`config.mk`:
```
export PLATFORM = sky130hd
export DESIGN_NAME = grp_slot_classify
export DESIGN_NICKNAME = d
export VERILOG_FILES = /design/src/rtl/grp_chk_pkg.sv /design/src/rtl/grp_slot_classify.sv
export SDC_FILE = /design/constraint.sdc
export NUM_CORES = 1
export LEC_CHECK = 0
export BUFFER_PORTS_ARGS = -buffer_cell sky130_fd_sc_hd__buf_2
export CORE_AREA = 2 2 39 41
export DETAILED_ROUTE_END_ITERATION = 10
export DIE_AREA = 0 0 41 43
export PLACE_DENSITY = 0.39
export SLEW_MARGIN = 40
export SYNTH_ARGS = -nofsm -noshare
export SYNTH_HDL_FRONTEND = slang
export SYNTH_SLANG_ARGS = --single-unit
```
`constraint.sdc`:
```
create_clock -name vclk -period 1.41
set_input_delay 0.2115 -clock vclk [all_inputs]
set_output_delay 0.2115 -clock vclk [all_outputs]
set_load 0.1 [all_outputs]
```
`src/rtl/grp_chk_pkg.sv`:
```
package grp_chk_pkg;
  localparam int CLS_W = 5;
  localparam int OP_W  = 4;

  typedef enum logic [CLS_W-1:0] {
    C_ADD  = 5'd0,  C_SUB  = 5'd1,  C_AND  = 5'd2,  C_OR   = 5'd3,
    C_XOR  = 5'd4,  C_SLT  = 5'd5,  C_SRL  = 5'd6,  C_SRA  = 5'd7,
    C_ADDI = 5'd8,  C_ANDI = 5'd9,  C_ORI  = 5'd10, C_XORI = 5'd11,
    C_SLTI = 5'd12, C_SRLI = 5'd13, C_SRAI = 5'd14, C_LW   = 5'd15,
    C_SW   = 5'd16
  } cls_e;

  typedef enum logic [OP_W-1:0] {
    L_ADD = 4'd0, L_SUB = 4'd1, L_AND = 4'd2, L_OR = 4'd3, L_XOR = 4'd4,
    L_SLT = 4'd5, L_SRL = 4'd6, L_SRA = 4'd7, L_LOAD = 4'd8, L_STORE = 4'd9
  } lop_e;
endpackage

```
`src/rtl/grp_slot_classify.sv`:
```
module grp_slot_classify
  import grp_chk_pkg::*;
(
  input  logic [CLS_W-1:0] cls,
  output logic             ok,
  output logic             use_rs1,
  output logic             use_rs2,
  output logic             writes,
  output logic             imm,
  output logic [OP_W-1:0]  op
);
  always_comb begin
    ok      = 1'b1;
    use_rs1 = 1'b1;
    use_rs2 = 1'b0;
    writes  = 1'b1;
    imm     = 1'b1;
    op      = L_ADD;
    case (cls)
      C_ADD:  begin op = L_ADD; use_rs2 = 1'b1; imm = 1'b0; end
      C_SUB:  begin op = L_SUB; use_rs2 = 1'b1; imm = 1'b0; end
      C_AND:  begin op = L_AND; use_rs2 = 1'b1; imm = 1'b0; end
      C_OR:   begin op = L_OR;  use_rs2 = 1'b1; imm = 1'b0; end
      C_XOR:  begin op = L_XOR; use_rs2 = 1'b1; imm = 1'b0; end
      C_SLT:  begin op = L_SLT; use_rs2 = 1'b1; imm = 1'b0; end
      C_SRL:  begin op = L_SRL; use_rs2 = 1'b1; imm = 1'b0; end
      C_SRA:  begin op = L_SRA; use_rs2 = 1'b1; imm = 1'b0; end
      C_ADDI: op = L_ADD;
      C_ANDI: op = L_AND;
      C_ORI:  op = L_OR;
      C_XORI: op = L_XOR;
      C_SLTI: op = L_SLT;
      C_SRLI: op = L_SRL;
      C_SRAI: op = L_SRA;
      C_LW:   op = L_LOAD;
      C_SW:   begin op = L_STORE; use_rs2 = 1'b1; writes = 1'b0; end
      default: begin
        ok      = 1'b0;
        use_rs1 = 1'b0;
        writes  = 1'b0;
        imm     = 1'b0;
      end
    endcase
  end
endmodule

```
* Yosys cells after proc, flatten, opt, wreduce, memory -nomap -nowiden
Index checks and enable logic that the tools add are counted.
** Storage, ports and cells
- Output and inout bits :: 9
- Logic and storage cells :: 32
- Bits of input ports :: 5
- Bits in registers :: 0
** Cells by class
- Multiplexer cells :: 5
- Reductions and logical operators :: 11
- Equal/unequal tests :: 16
** Operators by type and width (number)
- $eq 5x4->1 const B :: 8
- $pmux 4 s9 :: 1
- $eq 5x3->1 const B :: 4
- $reduce_or 9->1 :: 2
- $reduce_or 17->1 :: 1
- $reduce_or 16->1 :: 1
- $reduce_or 2->1 :: 6
- $eq 5x2->1 const B :: 2
- $eq 5x1->1 const B :: 1
- $eq 5x5->1 const B :: 1
- $logic_not 5->1 :: 1
- $mux 1 :: 4

* Longest topological paths before layout
Gate-level depths: netlist of run 1.
- Depth after elaboration :: 3
- Mapped depth :: 3

* Least setup slack after synthesis of run 1
OpenSTA, ideal clock, no wires.
- Kind :: input port to output port
- Start point :: input port cls[1]
- End point :: output port use_rs1
- Slack :: -1.281 ns
- Arrival time :: 2.479 ns
- Stages :: 3
- Path through :: or3_4 > o21ai_1 > buf_4
** On the way
- Longest elaborated chain between the ends :: 3
- Elaborated cells between the ends (all ways) :: 19
- Those cells by class :: 16 x eq/ne; 1 x mux; 2 x reduce/logical
** RTL lines
- start, declared :: RTL line grp_slot_classify.sv:4 : input logic [CLS_W-1:0] cls,
- $eq 5x5->1, or another cell as far along
- $reduce_or 17->1 (no line) *
- $mux 1 *
- end, declared :: RTL line grp_slot_classify.sv:6 : output logic use_rs1,
Every way passes the cells marked *; elsewhere a longest branch is shown, timed or not.

* Final worst setup path of run 1
- Start point :: input port cls[1]
- End point :: output port op[3]
** On the way
- Longest elaborated chain between the ends :: 3
- Elaborated cells between the ends (all ways) :: 22
- Those cells by class :: 15 x eq/ne; 1 x mux; 6 x reduce/logical
** RTL lines
- $eq 5x4->1, or another cell as far along :: RTL line grp_slot_classify.sv:19 : case (cls)
- $reduce_or 2->1 (no line)
- $pmux 4 s9 * :: RTL line grp_slot_classify.sv:19
- end, declared :: RTL line grp_slot_classify.sv:10 : output logic [OP_W-1:0] op
Marked as above.

==> impl_results.md, run 1 <==
- Status: complete, but fails checks
- Failing checks: negative setup slack
- Worst-case vdd ir drop: 0.247 mV
- IO Port Bufs: 14
- Nets: 51
- Filler Cells Inserted: roughly 140
- I/O pin total: 14
- Clk pwr share: 0
- RSZ-0062 raised after global routing: yes
- Combinational share of power: 1.000
- Crit path kind: input pin to output pin
- Setup violators final: 5
- Yosys warning total: 0
- Period Utilization, post-route: 1.10
- Die X: 41 um
- Post-Syn Area per Cell: 6.20 um2
- Area occupied by registers: 0 um2
- DR vias: 237
- Mapped Area: roughly 130 um2
- GRT Total Usage: 0.0759
- Worst hold-check path type: input pin to output pin
- Worst Slack Setup Final: -0.147 ns
- Drt wl/cell: 9.23 um
- First-pass GRT wire length: just under 1000 um
- Die ar.: roughly 1800 um2
- 1st-pass router iterations: 4
- Starting Density: 0.0940
- Post-DP HPWL: 493 um
- CP startpoint: cls[1]
- Area grow syn2layout: 296%
- GPL Wtd Cong: a little over 0.7
- Max cap viols: 0
- Layout cells sized above 1: 0.818
- Core area: about 1400 um2
- Total overflow reported by the global router: 0
- Row cnt: 14
- NetSw: roughly 0.18 mW
- CP Max Fanout: 2
- Clock buffers: 0
- Part of the power in registers: 0
- Least-Margin Pin Slew: ~0.24 ns
- Multi-input logic area: roughly 190 um2
- Diode count: 0
- Pins Over Slew Limit: 0
- Routed WL: 554 um
- Post-synth net total: 26
- Post-synthesis sequential area ratio: 0
- Mapped Cells: 21
- Cell Pwr Density: 558 nW/um2
- Util after Layout: 0.373
- Iter 0 DRT Violations: 4
- Crit end category: output pin
- Rel. slew slack: 0.843
- Residual DRC: 0
- P_int: 0.110 mW
- Initial antenna violation count: 0
- ANT nets after route: 0
- Fmax: between 600 and 700 MHz
- Largest net degree at the start of global routing: 8
- CP arrival: around 1.4 ns
- CP required: ~1.2 ns
- Post-synth cell types: 15
- Startpoint Class: input pin
- Leading cell type in the layout, fill and taps excluded: buf_12
- P_leak: 0.208 nW
- Hold Slack: between 0.8 and 0.9 ns
- Sw Share: 0.619
- Setup_tns: -0.562 ns
- Sequential cells: 0
- Final Hold Vio Count: 0
- Die height: ~43 um
- Overall Power: around 0.29 mW
- Via/cell ratio: roughly 4.0
- Vias in the first global route: about 230
- Most frequent cells in the layout: buf_12, buf_4, buf_6
- Min-delay src: cls[4]
- Final min period: about 1.6 ns
-- critical path, cell delays in order --
cell and delay (ns):
buf_6 0.09, or3_4 0.38, or3_4 0.38, o21ai_4 0.09
buf_12 0.19
-- cell families after synthesis --
logic type | Yosys count | synth area share
buf+inv | 2 | 0.0865
xor+xnor | 2 | 0.135
simple gates | 12 | 0.529
compound gates | 5 | 0.250
-- layer usage --
layer | vias up | track usage | part of all wire
li1 | 119 | - | -
met1 | 109 | 0.111 | 0.40
met2 | 9 | 0.125 | 0.53
met3 | 0 | 0.00524 | 0.072
met4 | 0 | 0 | 0
met5 | - | 0 | 0
-- layout make-up --
class,count,area share
inverters,1,0.0146
multi-input cells,19,0.364
well taps,16,0.0388
repair buffers,24,0.583
-- final timing paths --
check | slack [ns] | end | depth (start not counted)
hold / removal | 0.86 | op[2] | 4
setup / recovery | -0.15 | op[3] | 5
-- power by group through the flow --
| stage | Clock [mW] | Sequential, mW | Combinational (mW) |
|---|---|---|---|
| after global routing | 0 | 0 | 0.299 |
| after CTS | 0 | 0 | 0.284 |
| after detailed placement | 0 | 0 | 0.278 |
| after floorplan | 0 | 0 | 0.162 |
| after global placement | 0 | 0 | 0.278 |
| final | 0 | 0 | 0.288 |
-- Yosys cell counts --
| cell | n | share of area |
|---|---|---|
| a21oi_1 | 1 | 0.038 |
| buf_4 | 1 | 0.058 |
| inv_1 | 1 | 0.029 |
| nand2_1 | 2 | 0.058 |
| nand2_2 | 1 | 0.048 |
| nand2b_1 | 1 | 0.048 |
| nand3_1 | 1 | 0.038 |
| nor2_1 | 4 | 0.12 |
| nor4_1 | 1 | 0.048 |
| o21ai_0 | 1 | 0.038 |
| o21ai_1 | 1 | 0.038 |
| o21ai_2 | 1 | 0.067 |
| o31a_1 | 1 | 0.067 |
| or3_4 | 2 | 0.17 |
| xor2_1 | 2 | 0.13 |
-- timing repair --
item / in CTS / in global routing
pin swaps: 1 / 2
setup endpoints to repair: 4 / 7
hold buffers: 0 / 0
resized for setup: 2 / 6
setup buffers: 2 / 1
-- metrics by stage --
step / instance area [um2] / setup slack, ns / std cells
floorplan: 189 / -0.404 / 21
global placement: 474 / -0.161 / 59
detailed placement: 474 / -0.161 / 59
CTS: 499 / -0.144 / 61
global route: 515 / -0.170 / 60
finish: 515 / -0.147 / 60
Note: power is estimated with default switching activity, not from simulation.
==> run 2: changes to the inputs <==
PLACE_DENSITY = 0.3   (was 0.39)
==> run 2 against run 1 <==
Net effect:
- the run still ends with negative setup slack left
- worst setup slack worse by 0.00087 ns
- non-clock buffer count is 1 lower
- via count is 5.5% lower
- sequential share of layout area stayed put
- wire length is 4.0% lower
- combinational power is 4% lower
- clock-buffer cell count stayed put
- critical path type unchanged
- largest cell class unchanged
- largest power group unchanged
==> impl_results.md, run 2 (synthesis gave the netlist of run 1 again) <==
- Failing checks: negative setup slack (unchanged)
- Largest net degree at the start of global routing: 7 (was 8)
- Least-Margin Pin Slew: 0.271 ns (was 0.235 ns)
- Most frequent cells in the layout: buf_12, buf_4, buf_2 (was buf_12, buf_4, buf_6)
- Startpoint Class: input pin (unchanged)
- Residual DRC: 0 (unchanged)
- First-pass GRT wire length: 979 um (was 993 um)
- CP required: 1.20 ns (about the same)
- Crit path kind: input pin to output pin (unchanged)
- Layout cells sized above 1: 0.767 (was 0.818)
- Pins Over Slew Limit: 0 (unchanged)
- Slowest-stage cell, CP: or3_4 (unchanged)
- Row cnt: 14 (unchanged)
- CP Max Fanout: 2 (unchanged)
- Starting Density: 0.0940 (unchanged)
- Drt wl/cell: 9.02 um (was 9.23 um)
- Period Utilization, post-route: 1.10 (about the same)
- Vias in the first global route: 231 (was 225)
- Crit end category: output pin (unchanged)
- Final Hold Vio Count: 0 (unchanged)
- P_int: 0.103 mW (was 0.110 mW)
- Die X: 41 um (unchanged)
- Util after Layout: 0.350 (was 0.373)
- Area occupied by registers: 0 um2 (unchanged)
- Nets: 50 (was 51)
- IO Port Bufs: 14 (unchanged)
- I/O pin total: 14 (unchanged)
- Clock buffers: 0 (unchanged)
- Cell Pwr Density: 573 nW/um2 (was 558 nW/um2)
- GPL Wtd Cong: 0.786 (was 0.723)
- Hold Slack: 0.796 ns (was 0.862 ns)
- Status: complete, but fails checks (unchanged)
- Setup_tns: -0.581 ns (was -0.562 ns)
- Total overflow reported by the global router: 0 (unchanged)
- Worst Slack Setup Final: -0.148 ns (was -0.147 ns)
- Critical path's largest stage delay: 0.38 ns (about the same)
- Sequential cells: 0 (unchanged)
- NetSw: 0.174 mW (was 0.178 mW)
- Leading cell type in the layout, fill and taps excluded: buf_12 (unchanged)
- 1st-pass router iterations: 2 (was 4)
- DR vias: 224 (was 237)
- Area grow syn2layout: 272% (was 296%)
- Max cap viols: 0 (unchanged)
- Setup crit end: op[3] (unchanged)
- Post-DP HPWL: 469 um (was 493 um)
- GRT Total Usage: 0.0749 (was 0.0759)
- Final min period: 1.56 ns (about the same)
- Fmax: 642 MHz (about the same)
- Part of the power in registers: 0 (about the same)
- Diode count: 0 (unchanged)
- Iter 0 DRT Violations: 1 (was 4)
- Worst-case vdd ir drop: 0.206 mV (was 0.247 mV)
- CP Cell Sequence: buf_6 -> or3_4 -> or3_4 -> o21ai_4 -> buf_12 (unchanged)
- CP startpoint: cls[1] (unchanged)
- Setup violators final: 5 (unchanged)
- ANT nets after route: 0 (unchanged)
- Via/cell ratio: 3.80 (was 3.95)
- RSZ-0062 raised after global routing: yes (unchanged)
- Clk pwr share: 0 (about the same)
- Routed WL: 532 um (was 554 um)
- P_leak: 0.199 nW (was 0.208 nW)
- Combinational share of power: 1.000 (about the same)
- Core area: 1380 um2 (unchanged)
- Die height: 43 um (unchanged)
- Cell mode on critical path: or3_4 (unchanged)
- Min-delay src: cls[4] (unchanged)
- Initial antenna violation count: 0 (unchanged)
- Die ar.: 1760 um2 (unchanged)
- Sw Share: 0.628 (was 0.619)
- CP arrival: 1.35 ns (about the same)
- Worst hold-check path type: input pin to output pin (unchanged)
- Rel. slew slack: 0.818 (was 0.843)
run 2: cell types whose count changed in the layout (fill, tap and decap cells not counted), sizes merged:
cell	change
buf	-1
run 2: cell type report:
type	instances	area (um2)
multi-input cells	19	174
well taps	16	20.0
repair buffers	23	283
inverters	1	7.51
fillers	151	900
run 2: worst max-delay path, delay by kind of cell:
family,cells,cell delay (ns)
simple gates,2,0.76
buf+inv,2,0.28
compound gates,1,0.09
run 2: power by group through the flow:
stage | Combinational, mW | Clock [mW] | Sequential [mW]
2_1_floorplan | 0.162 | 0 | 0
3_3_place_gp | 0.275 | 0 | 0
3_5_place_dp | 0.275 | 0 | 0
4_1_cts | 0.279 | 0 | 0
5_1_grt | 0.288 | 0 | 0
6_report | 0.277 | 0 | 0
run 2: metrics by stage:
stage / cells / worst slack (ns) / area, um2 / power, mW
floorplan: 21 / -0.404 / 189 / 0.162
global placement: 58 / -0.164 / 467 / 0.275
detailed placement: 58 / -0.175 / 467 / 0.275
CTS: 59 / -0.151 / 484 / 0.279
global route: 59 / -0.173 / 484 / 0.288
finish: 59 / -0.148 / 484 / 0.277
run 2: timing repair:
action | in CTS | in global routing
endpoints found under the setup margin | 4 | 5
gates resized for setup | 2 | 0
hold buffers | 0 | 0
cloned | 0 | 0
hold endpoints to repair | 0 | 0
pin swaps | 1 | 0
setup buffers | 1 | 0
run 2: routing by layer:
| metal | up-vias | routed length [um] | GRT usage |
|---|---|---|---|
| li1 | 117 | - | - |
| met1 | 101 | 185 | 0.0949 |
| met2 | 6 | 314 | 0.138 |
| met3 | 0 | 33 | 0.00524 |
| met4 | 0 | 0 | 0 |
| met5 | - | 0 | 0 |
run 2: worst min path at each step:
stage,endpoint,slack [ns],depth (start not counted)
after global placement,op[2],0.80,3
final,op[2],0.80,3
after global routing,op[2],0.82,3
after detailed placement,op[2],0.80,3
after CTS,op[2],0.80,3
after floorplan,use_rs2,0.52,1
==> run 3: changes to the inputs <==
PLACE_DENSITY = 0.38   (was 0.3)
==> run 3 against run 2 <==
Net effect:
- the flow still finishes with violations (negative setup slack)
- sequential cell count unchanged
- largest power group unchanged
- first-iteration DRC count up 100%
- largest cell class unchanged
- critical endpoint unchanged
- die area stayed put
- clock-buffer cell count unchanged
- total power is 0.85% higher
- critical path depth is the same
- design area increased by 1.3%
- final cell count did not move
- combinational power about the same
- wire length decreased by 2.6%
- worst hold slack improved by 0.11 ns
==> impl_results.md, run 3 (synthesis gave the netlist of run 1 again) <==
- RSZ-0062 raised after global routing: yes (unchanged)
- Largest net degree at the start of global routing: 7 (unchanged)
- Crit end category: output pin (unchanged)
- Via/cell ratio: 4.00 (was 3.80)
- Least-Margin Pin Slew: 0.237 ns (was 0.271 ns)
- Worst hold-check path type: input pin to output pin (unchanged)
- Max cap viols: 0 (unchanged)
- Layout cells sized above 1: 0.767 (unchanged)
- 1st-pass router iterations: 2 (unchanged)
- Cell area after layout: 490 um2 (was 484 um2)
- Slowest-stage cell, CP: or3_4 (unchanged)
- Row cnt: 14 (unchanged)
- Area occupied by registers: 0 um2 (unchanged)
- Setup violators final: 5 (unchanged)
- Die X: 41 um (unchanged)
- ANT nets after route: 0 (unchanged)
- Leading cell type in the layout, fill and taps excluded: buf_12 (unchanged)
- Hold-fix buffers, CTS: 0 (unchanged)
- Worst Slack Setup Final: -0.153 ns (was -0.148 ns)
- CP Cell Sequence: buf_6 -> or3_4 -> or3_4 -> o21ai_4 -> buf_12 (unchanged)
- Post-DP HPWL: 439 um (was 469 um)
- Pins Over Slew Limit: 0 (unchanged)
- Status: complete, but fails checks (unchanged)
- P_leak: 0.201 nW (was 0.199 nW)
- Fmax: 640 MHz (was 642 MHz)
- Dpl ws: -0.165 ns (was -0.175 ns)
- Overall Power: 0.280 mW (was 0.277 mW)
- Nets: 50 (unchanged)
- Failing checks: negative setup slack (unchanged)
- Cell mode on critical path: or3_4 (unchanged)
- Area grow syn2layout: 277% (was 272%)
- First-pass GRT wire length: 897 um (was 979 um)
- Crit path kind: input pin to output pin (unchanged)
- CP Max Fanout: 2 (unchanged)
- CP arrival: 1.35 ns (about the same)
- Final min period: 1.56 ns (about the same)
- Final Hold Vio Count: 0 (unchanged)
- Period Utilization, post-route: 1.11 (was 1.10)
- Die height: 43 um (unchanged)
- Worst hold path cell count: 4 (was 3)
- Drt wl/cell: 8.78 um (was 9.02 um)
- Most frequent cells in the layout: buf_12, buf_4, buf_6, buf_2 (was buf_12, buf_4, buf_2)
- Routed WL: 518 um (was 532 um)
- Util after Layout: 0.354 (was 0.350)
- Area post-placement: 467 um2 (unchanged)
- Rel. slew slack: 0.840 (was 0.818)
- Die ar.: 1760 um2 (unchanged)
- Starting Density: 0.0940 (unchanged)
- Clock buffers: 0 (unchanged)
- Vias in the first global route: 205 (was 231)
- Core area: 1380 um2 (unchanged)
- Worst-case vdd ir drop: 0.201 mV (was 0.206 mV)
- Iter 0 DRT Violations: 2 (was 1)
- DR vias: 236 (was 224)
- Sequential cells: 0 (unchanged)
- Diode count: 0 (unchanged)
- GPL Wtd Cong: 0.741 (was 0.786)
- Cell Pwr Density: 571 nW/um2 (was 573 nW/um2)
- CP required: 1.20 ns (about the same)
- Total overflow reported by the global router: 0 (unchanged)
- IO Port Bufs: 14 (unchanged)
- Startpoint Class: input pin (unchanged)
- Critical path's largest stage delay: 0.39 ns (was 0.38 ns)
- GRT Total Usage: 0.0679 (was 0.0749)
- Initial antenna violation count: 0 (unchanged)
- Residual DRC: 0 (unchanged)
- I/O pin total: 14 (unchanged)
-- run 3: cell counts in the layout (fill, tap and decap cells not counted) --
No cell type changed its count.
-- run 3: routing by layer --
| metal | global-route usage | part of all wire | up-vias |
|---|---|---|---|
| met5 | 0 | 0 | - |
| met2 | 0.0969 | 0.42 | 11 |
| met3 | 0.00524 | 0.097 | 0 |
| li1 | - | - | 116 |
| met1 | 0.114 | 0.48 | 109 |
| met4 | 0 | 0 | 0 |
-- run 3: critical path, delay by kind of cell --
| family | cells | cell delay [ns] |
|---|---|---|
| buf+inv | 2 | 0.28 |
| compound gates | 1 | 0.09 |
| simple gates | 2 | 0.76 |
-- run 3: power by group --
group	leakage, nW	internal [mW]	total, mW	switching, mW
Sequential	0	0	0	0
Combinational	0.201	0.106	0.280	0.174
Clock	0	0	0	0
-- run 3: cell type report --
| cell class | instances | area [um2] |
|---|---|---|
| fillers | 136 | 893 |
| repair buffers | 23 | 289 |
| multi-input cells | 19 | 174 |
| inverters | 1 | 7.51 |
| well taps | 16 | 20.0 |
-- run 3: timing repair --
item | CTS | global route
resized for setup | 3 | 1
pin swaps | 1 | 1
buffers inserted | 1 | 1
endpoints found under the setup margin | 4 | 5
-- run 3: path summary, 6_finish.rpt --
kind	slack, ns	start	endpoint
worst max-delay path	-0.15	cls[1]	op[3]
worst min-delay path	0.91	cls[4]	writes
-- run 3: metrics by stage --
stage / TNS [ns] / hold WS, ns / cells
4_1_cts: -0.613 / 0.914 / 59
2_1_floorplan: -1.13 / 0.517 / 21
3_5_place_dp: -0.391 / 0.909 / 58
6_report: -0.580 / 0.910 / 59
3_3_place_gp: -0.399 / 0.911 / 58
5_1_grt: -0.687 / 0.937 / 59
